==> src/rtl/pmu_pkg.sv <==
package pmu_pkg;
   localparam int CODE_W = 8;
   localparam int TYPE_W = 3;
   localparam int DSRC_W = 5;
   localparam int ID_W   = 11;
   localparam int CHAN_W = 2;
   localparam int REG_AW = 4;
   localparam int REG_DW = 32;
   localparam int N_QUAL = 6;

   // qualifier enable positions (CTRL bit = CODE_W + index)
   localparam int Q_CORE = 0;
   localparam int Q_TYPE = 1;
   localparam int Q_DSRC = 2;
   localparam int Q_SRC  = 3;
   localparam int Q_DST  = 4;
   localparam int Q_CHAN = 5;

   localparam logic [REG_AW-1:0] A_CTRL  = 4'd0;
   localparam logic [REG_AW-1:0] A_CMAP  = 4'd1;
   localparam logic [REG_AW-1:0] A_RTYPE = 4'd2;
   localparam logic [REG_AW-1:0] A_DSRC  = 4'd3;
   localparam logic [REG_AW-1:0] A_SRC   = 4'd4;
   localparam logic [REG_AW-1:0] A_DST   = 4'd5;
   localparam logic [REG_AW-1:0] A_CHAN  = 4'd6;
   localparam logic [REG_AW-1:0] A_CNTL  = 4'd7;
   localparam logic [REG_AW-1:0] A_CNTH  = 4'd8;
   localparam logic [REG_AW-1:0] A_STAT  = 4'd9;

   localparam logic [CODE_W-1:0] CHAN_CODE_LO = 8'h47;
   localparam logic [CODE_W-1:0] CHAN_CODE_HI = 8'h59;

   localparam int MSK_LSB = 16;

   typedef struct packed {
      logic [N_QUAL-1:0]  en;
      logic [CODE_W-1:0]  code;
      logic [TYPE_W-1:0]  rtype;
      logic [DSRC_W-1:0]  dsrc;
      logic [ID_W-1:0]    src_cmd;
      logic [ID_W-1:0]    src_msk;
      logic [ID_W-1:0]    dst_cmd;
      logic [ID_W-1:0]    dst_msk;
      logic [CHAN_W-1:0]  chan;
   } pmu_cfg_t;
endpackage

==> src/rtl/pmu_cfg_regs.sv <==
module pmu_cfg_regs
   import pmu_pkg::*;
#(
   parameter int NCORE = 8,
   parameter int CNT_W = 48
) (
   input  logic                 clk,
   input  logic                 rst_n,
   input  logic                 wr_en,
   input  logic [REG_AW-1:0]    addr,
   input  logic [REG_DW-1:0]    wr_data,
   input  logic                 rd_en,
   input  logic [CNT_W-1:0]     cnt,
   input  logic                 ovf,
   output pmu_cfg_t             cfg,
   output logic [NCORE-1:0]     core_map,
   output logic [REG_DW-1:0]    rd_data,
   output logic                 rd_valid,
   output logic                 clr_cnt,
   output logic                 clr_ovf
);
   logic [REG_DW-1:0] cnt_lo, cnt_hi, rd_d;

   generate
      if (CNT_W > REG_DW) begin : g_wide
         assign cnt_lo = cnt[REG_DW-1:0];
         assign cnt_hi = REG_DW'(cnt[CNT_W-1:REG_DW]);
      end else begin : g_narrow
         assign cnt_lo = REG_DW'(cnt);
         assign cnt_hi = '0;
      end
   endgenerate

   assign clr_cnt = wr_en && (addr == A_CNTL);
   assign clr_ovf = wr_en && (addr == A_STAT) && wr_data[0];

   always_ff @(posedge clk or negedge rst_n) begin
      if (!rst_n) begin
         cfg      <= '0;
         core_map <= '0;
      end else if (wr_en) begin
         case (addr)
            A_CTRL: begin
               cfg.code <= wr_data[CODE_W-1:0];
               cfg.en   <= wr_data[CODE_W +: N_QUAL];
            end
            A_CMAP:  core_map  <= wr_data[NCORE-1:0];
            A_RTYPE: cfg.rtype <= wr_data[TYPE_W-1:0];
            A_DSRC:  cfg.dsrc  <= wr_data[DSRC_W-1:0];
            A_SRC: begin
               cfg.src_cmd <= wr_data[ID_W-1:0];
               cfg.src_msk <= wr_data[MSK_LSB +: ID_W];
            end
            A_DST: begin
               cfg.dst_cmd <= wr_data[ID_W-1:0];
               cfg.dst_msk <= wr_data[MSK_LSB +: ID_W];
            end
            A_CHAN:  cfg.chan  <= wr_data[CHAN_W-1:0];
            default: ;
         endcase
      end
   end

   always_comb begin
      rd_d = '0;
      case (addr)
         A_CTRL:  rd_d = REG_DW'({cfg.en, cfg.code});
         A_CMAP:  rd_d = REG_DW'(core_map);
         A_RTYPE: rd_d = REG_DW'(cfg.rtype);
         A_DSRC:  rd_d = REG_DW'(cfg.dsrc);
         A_SRC:   rd_d = REG_DW'({cfg.src_msk, 5'b0, cfg.src_cmd});
         A_DST:   rd_d = REG_DW'({cfg.dst_msk, 5'b0, cfg.dst_cmd});
         A_CHAN:  rd_d = REG_DW'(cfg.chan);
         A_CNTL:  rd_d = cnt_lo;
         A_CNTH:  rd_d = cnt_hi;
         A_STAT:  rd_d = REG_DW'(ovf);
         default: rd_d = '0;
      endcase
   end

   always_ff @(posedge clk or negedge rst_n) begin
      if (!rst_n) begin
         rd_data  <= '0;
         rd_valid <= 1'b0;
      end else begin
         rd_valid <= rd_en;
         if (rd_en) rd_data <= rd_d;
      end
   end

   AST_RD_LATENCY: assert property (@(posedge clk) disable iff (!rst_n)
      rd_en |=> rd_valid);
   AST_RD_IDLE: assert property (@(posedge clk) disable iff (!rst_n)
      !rd_en |=> !rd_valid);
endmodule

==> src/rtl/pmu_evt_filter.sv <==
module pmu_evt_filter
   import pmu_pkg::*;
#(
   parameter int NCORE = 8,
   localparam int IDX_W = (NCORE > 1) ? $clog2(NCORE) : 1
) (
   input  logic               valid,
   input  logic [CODE_W-1:0]  code,
   input  logic [IDX_W-1:0]   core,
   input  logic [TYPE_W-1:0]  rtype,
   input  logic [DSRC_W-1:0]  dsrc,
   input  logic [ID_W-1:0]    src_id,
   input  logic [ID_W-1:0]    dst_id,
   input  logic               chan,
   input  pmu_cfg_t           cfg,
   input  logic [NCORE-1:0]   core_map,
   output logic               hit
);
   logic [N_QUAL-1:0] q_ok;
   logic              code_ok, chan_window, chan_sel;
   logic [1:0][ID_W-1:0] ids, cmds, msks;

   assign code_ok = valid && (code == cfg.code);

   assign q_ok[Q_CORE] = !cfg.en[Q_CORE] || core_map[core];
   assign q_ok[Q_TYPE] = !cfg.en[Q_TYPE] ||
                         (cfg.rtype[TYPE_W-1] && (rtype == cfg.rtype));
   assign q_ok[Q_DSRC] = !cfg.en[Q_DSRC] || (dsrc == cfg.dsrc);

   assign ids  = {dst_id, src_id};
   assign cmds = {cfg.dst_cmd, cfg.src_cmd};
   assign msks = {cfg.dst_msk, cfg.src_msk};

   generate
      for (genvar g = 0; g < 2; g++) begin : g_idm
         localparam int QI = (g == 0) ? Q_SRC : Q_DST;
         assign q_ok[QI] = !cfg.en[QI] ||
                           (((ids[g] ^ cmds[g]) & ~msks[g]) == '0);
      end
   endgenerate

   assign chan_window = (code >= CHAN_CODE_LO) && (code <= CHAN_CODE_HI);
   always_comb begin
      case (cfg.chan)
         2'b00:   chan_sel = 1'b1;
         2'b10:   chan_sel = !chan;
         default: chan_sel = chan;
      endcase
   end
   assign q_ok[Q_CHAN] = !cfg.en[Q_CHAN] || !chan_window || chan_sel;

   assign hit = code_ok && (&q_ok);
endmodule

==> src/rtl/pmu_counter.sv <==
module pmu_counter #(
   parameter int CNT_W = 48
) (
   input  logic             clk,
   input  logic             rst_n,
   input  logic             inc,
   input  logic             clr,
   input  logic             clr_ovf,
   output logic [CNT_W-1:0] cnt,
   output logic             ovf
);
   logic wrap;
   assign wrap = inc && !clr && (&cnt);

   always_ff @(posedge clk or negedge rst_n) begin
      if (!rst_n)      cnt <= '0;
      else if (clr)    cnt <= '0;
      else if (inc)    cnt <= cnt + 1'b1;
   end

   always_ff @(posedge clk or negedge rst_n) begin
      if (!rst_n)       ovf <= 1'b0;
      else if (wrap)    ovf <= 1'b1;
      else if (clr_ovf) ovf <= 1'b0;
   end

   AST_INC_STEP: assert property (@(posedge clk) disable iff (!rst_n)
      (inc && !clr) |=> cnt == CNT_W'($past(cnt) + 1'b1));
   AST_HOLD_IDLE: assert property (@(posedge clk) disable iff (!rst_n)
      (!inc && !clr) |=> $stable(cnt));
   AST_CLR_WINS: assert property (@(posedge clk) disable iff (!rst_n)
      clr |=> cnt == '0);
   AST_WRAP_FLAG: assert property (@(posedge clk) disable iff (!rst_n)
      (inc && !clr && (&cnt)) |=> (ovf && cnt == '0));
   AST_OVF_STICKY: assert property (@(posedge clk) disable iff (!rst_n)
      (ovf && !clr_ovf) |=> ovf);
endmodule

==> src/rtl/uncore_evt_counter.sv <==
module uncore_evt_counter
   import pmu_pkg::*;
#(
   parameter int NCORE = 8,
   parameter int CNT_W = 48,
   localparam int IDX_W = (NCORE > 1) ? $clog2(NCORE) : 1
) (
   input  logic               clk,
   input  logic               rst_n,
   input  logic               evt_valid,
   input  logic [CODE_W-1:0]  evt_code,
   input  logic [IDX_W-1:0]   evt_core,
   input  logic [TYPE_W-1:0]  evt_rtype,
   input  logic [DSRC_W-1:0]  evt_dsrc,
   input  logic [ID_W-1:0]    evt_src_id,
   input  logic [ID_W-1:0]    evt_dst_id,
   input  logic               evt_chan,
   input  logic               cfg_wr_en,
   input  logic [REG_AW-1:0]  cfg_addr,
   input  logic [REG_DW-1:0]  cfg_wr_data,
   input  logic               cfg_rd_en,
   output logic [REG_DW-1:0]  cfg_rd_data,
   output logic               cfg_rd_valid,
   output logic               ovf_flag
);
   generate
      if (NCORE < 2 || NCORE > REG_DW || (1 << IDX_W) != NCORE) begin : g_bad_ncore
         $error("NCORE must be a power of two between 2 and 32");
      end
      if (CNT_W < 8 || CNT_W > 2 * REG_DW) begin : g_bad_cntw
         $error("CNT_W must lie between 8 and 64");
      end
   endgenerate

   pmu_cfg_t         cfg;
   logic [NCORE-1:0] core_map;
   logic [CNT_W-1:0] cnt;
   logic             hit, hit_q, clr_cnt, clr_ovf;

   pmu_cfg_regs #(.NCORE(NCORE), .CNT_W(CNT_W)) u_regs (
      .clk(clk), .rst_n(rst_n),
      .wr_en(cfg_wr_en), .addr(cfg_addr), .wr_data(cfg_wr_data),
      .rd_en(cfg_rd_en), .cnt(cnt), .ovf(ovf_flag),
      .cfg(cfg), .core_map(core_map),
      .rd_data(cfg_rd_data), .rd_valid(cfg_rd_valid),
      .clr_cnt(clr_cnt), .clr_ovf(clr_ovf)
   );

   pmu_evt_filter #(.NCORE(NCORE)) u_filt (
      .valid(evt_valid), .code(evt_code), .core(evt_core),
      .rtype(evt_rtype), .dsrc(evt_dsrc),
      .src_id(evt_src_id), .dst_id(evt_dst_id), .chan(evt_chan),
      .cfg(cfg), .core_map(core_map), .hit(hit)
   );

   always_ff @(posedge clk or negedge rst_n) begin
      if (!rst_n) hit_q <= 1'b0;
      else        hit_q <= hit;
   end

   pmu_counter #(.CNT_W(CNT_W)) u_cnt (
      .clk(clk), .rst_n(rst_n),
      .inc(hit_q), .clr(clr_cnt), .clr_ovf(clr_ovf),
      .cnt(cnt), .ovf(ovf_flag)
   );

   AST_NO_CODE_NO_HIT: assert property (@(posedge clk) disable iff (!rst_n)
      !(evt_valid && evt_code == cfg.code) |=> !hit_q);
   AST_RSVD_TYPE_BLOCKS: assert property (@(posedge clk) disable iff (!rst_n)
      (cfg.en[Q_TYPE] && !cfg.rtype[TYPE_W-1]) |=> !hit_q);
   AST_CORE_BLOCKS: assert property (@(posedge clk) disable iff (!rst_n)
      (cfg.en[Q_CORE] && !core_map[evt_core]) |=> !hit_q);
endmodule

==> config.mk <==
export PLATFORM = sky130hd
export DESIGN_NAME = uncore_evt_counter
export DESIGN_NICKNAME = d
export VERILOG_FILES = /design/src/rtl/pmu_pkg.sv /design/src/rtl/pmu_cfg_regs.sv /design/src/rtl/pmu_evt_filter.sv /design/src/rtl/pmu_counter.sv /design/src/rtl/uncore_evt_counter.sv
export SDC_FILE = /design/constraint.sdc
export NUM_CORES = 1
export LEC_CHECK = 0
export BUFFER_PORTS_ARGS = -buffer_cell sky130_fd_sc_hd__buf_4
export CAP_MARGIN = 20
export CORE_MARGIN = 10
export CORE_UTILIZATION = 45
export CTS_CLUSTER_DIAMETER = 100
export DETAILED_ROUTE_END_ITERATION = 16
export GPL_ROUTABILITY_DRIVEN = 0
export GPL_TIMING_DRIVEN = 0
export PLACE_DENSITY_LB_ADDON = 0.2
export SKIP_CTS_REPAIR_TIMING = 1
export SLEW_MARGIN = 25
export SYNTH_ARGS = -nofsm -noshare
export SYNTH_HDL_FRONTEND = slang
export SYNTH_SLANG_ARGS = --single-unit
==> constraint.sdc <==
create_clock -name clk -period 4.5 [get_ports clk]
set_clock_uncertainty 0.05 [all_clocks]
set_input_delay 1.125 -clock clk [delete_from_list [all_inputs] [get_ports clk]]
set_output_delay 1.125 -clock clk [all_outputs]
set_load 0.01 [all_outputs]
==> flow_summary.toml <==
[clock_network]
max-clock-path-buffers = 2
clock-root-buffer = "clkbuf_16"
clkLatencyLatePin_ns = 0.43
cts_tree = "done"
cts_buffers = 17
h-tree-depth = 4
clk_pin_slew_worst_paths_ns = 0.06
cts.sink_count = 159

[power]
p_leak_nw = 4.13
clkPwrFrac_pct = 35.1
vdd_ir_drop_max_mv = 0.313
p_switching_mw = 1.24
p_comb_share_pct = 17.1
total_power_mw = 4.17
p_int_mw = 2.93
power.density_nw_per_um2 = 427
p_sw_share_pct = 29.8
seq_power_share_pct = 47.9

[timing]
slew_headroom_pct = 42.9
fin_crit_sh_pct = 76.8
tightestPinTransition_ns = 0.857
finalCriticalPeriod_ns = 3.46
timing.final.ws_setup_ns = 1.04
rsz0062_at_grt = "false"
final_max_slew_viol_count = 0
setup_violations = 0
max_freq_ghz = 0.289
tns_ns = 0
hold_viol = 0

[logic_synthesis]
syn-num-nets = 818
synth_cells = 734
syn_area_um2 = 8000
ys_ff_latch = 159
synth-edff-count = 0
synth_top_cell_area_share_pct = 49.7
ys_seq_area_share_pct = 49.7
synth_cell_types = 57
yosysWarnings = 0
ys.flop_type = "dfrtp_1"
synthTopCellsByArea = "dfrtp_1 50%, mux2_2 12%, xnor2_1 6.1%, o22ai_1 2.5%, a22oi_1 2.3%"
avgSynthCellArea_um2 = 10.9
synth_top_area_cell = "dfrtp_1"
synthTopCellsByCount = "159 x dfrtp_1, 87 x mux2_2, 56 x xnor2_1, 43 x nor2_1, 42 x nand2_1"
yosysMostFrequentCell = "dfrtp_1"
ys_async_sr_fraction_pct = 100

[cells_and_area]
nFillCells = 1493
nets = 947
layout.cells.non_filler = 1101
area_growth_pct = 22.0
multi_input_comb_area_um2 = 3720
drive_above_1_share_pct = 27.7
n_antenna_cell = 0
register_area_um2 = 3980

[floorplan]
die_y_um = 153
core_um2 = 17400
ios = 117
start_util_pct = 46.1
dieArea_um2 = 23500
num_rows = 48
die_x_um = 153

[setup_path]
critical_path_class = "input pin to register"
startpoint = "cfg_addr[3]"
rr_endpoint = "u_cnt.ovf"
crit_end = "u_regs.cfg[19]"
rrSetupSlack_ns = 1.82
startpoint_type = "input pin"
end_kind = "register"
path_max_fanout = 10
reg2reg_depth = 8
crit_arrival_ns = 3.72
r2r_start = "u_cnt.cnt[0]"
required_ns = 4.77

[placed_design]
post-place-ws_ns = 0.706
numPlacedInstances = 1069
numPortBuffers = 108
dp_hpwl_um = 19000

[detailed_routing]
dr.pass1.iters = 6
totalWireLength_um = 25200
wl_per_cell_um = 22.9
via_per_inst = 6.01
drc = 0
ant_nets = 0
num_vias = 6613
drt_iter0_drc = 710

[global_route]
grt_overflow = 0
grt_usage_pct = 21.0
grt_pass1_wl_um = 39000
grt_pass1_vias = 6901
antenna_found_initial = 0
grt_max_degree = 63

[status]
outcome = "completed"

[min_path]
hp-class = "register to register"

[flow_run]
cap_violations = 0
-- registers in the layout, summed over array words and instances (netlist names) --
register / flops
hit_q: 1
u_cnt.cnt: 48
u_cnt.ovf: 1
u_regs.cfg: 68
u_regs.core_map: 8
u_regs.rd_data: 32
u_regs.rd_valid: 1
-- per-layer routing --
metal	part of all wire (%)	global-route usage (%)	vias up	wire, um
met5	0	0	-	0
met4	4.3	9.99	0	1090
met3	7.6	4.94	73	1920
met2	46	32.2	334	11600
met1	42	27.3	3265	10600
li1	-	-	2941	-
-- how the worst min path moves through the flow --
stage | slack (ns) | start | depth (start not counted) | end
2_1_floorplan | 0.43 | u_cnt.cnt[27] | 2 | u_regs.rd_data[27]
3_3_place_gp | 0.46 | u_regs.core_map[1] | 1 | u_regs.core_map[1]
3_5_place_dp | 0.47 | u_regs.rd_data[9] | 2 | u_regs.rd_data[9]
4_1_cts | 0.48 | u_regs.rd_data[9] | 2 | u_regs.rd_data[9]
5_1_grt | 0.49 | u_regs.rd_data[10] | 2 | u_regs.rd_data[10]
6_report | 0.48 | u_regs.rd_data[27] | 2 | u_regs.rd_data[27]
-- through the flow --
step / area [um^2] / utilization, % / hold slack (ns)
6_report: 9760 / 56.2 / 0.475
5_1_grt: 9760 / 56.2 / 0.492
3_5_place_dp: 9160 / 52.8 / 0.469
2_1_floorplan: 8000 / - / 0.435
4_1_cts: 9750 / 56.2 / 0.479
3_3_place_gp: 9090 / 52.4 / 0.459
-- power by group through the flow --
| stage | clock, mW | sequential, mW | combinational, mW |
|---|---|---|---|
| after floorplan | 0 | 1.89 | 0.464 |
| after global placement | 0 | 1.99 | 0.678 |
| after detailed placement | 0 | 2.01 | 0.707 |
| after CTS | 1.46 | 1.99 | 0.714 |
| after global routing | 1.54 | 2.02 | 0.779 |
| final | 1.46 | 2.00 | 0.712 |
-- kinds of logic (layout without fill, tap and decap cells) --
group / after synthesis / count (layout) / synth area share (%)
buffers and inverters: 81 / 223 / 3.91
XOR/XNOR: 71 / 71 / 7.77
AND/OR/NAND/NOR: 194 / 194 / 13.5
adder cells (fa/ha/maj): 1 / 1 / 0.156
flip-flops: 159 / 159 / 49.7
multiplexers: 95 / 95 / 13.6
AO/OA/AOI/OAI: 133 / 133 / 11.3
-- critical path, cell delays in order --
cell      delay [ns]
buf_4           0.12
clkbuf_1        0.25
nor4bb_1        0.62
clkbuf_1        0.54
nand2_1         0.22
buf_1           0.43
mux2_2          0.41
-- layout by cell type (no fill, tap or decap), types with 5 or more instances in the layout --
cell / n
a22o_1: 5
dfrtp_1: 159
nor3_1: 7
xnor2_1: 56
nand2_1: 42
inv_1: 39
or4_1: 9
and4_1: 9
nand3_1: 18
clkbuf_1: 26
xor2_1: 15
buf_4: 108
nor4_1: 11
and3_1: 9
or3_1: 7
a22oi_1: 25
mux2_2: 87
a21oi_1: 16
o21ai_0: 22
clkbuf_16: 17
nor2_1: 43
nand4_1: 10
o22ai_1: 32
buf_1: 12
a222oi_1: 5
mux2i_1: 6
o31ai_1: 8
-- cell type report --
type                       count  area share, %
timing repair buffer         110           8.95
multi-input combinational    494           38.1
tap                          225           2.88
clock buffer                  20           4.68
inverter                      39           1.50
clock inverter                12           1.37
buffer                        42           1.71
sequential                   159           40.8
Power figures use the tool's default switching activity.
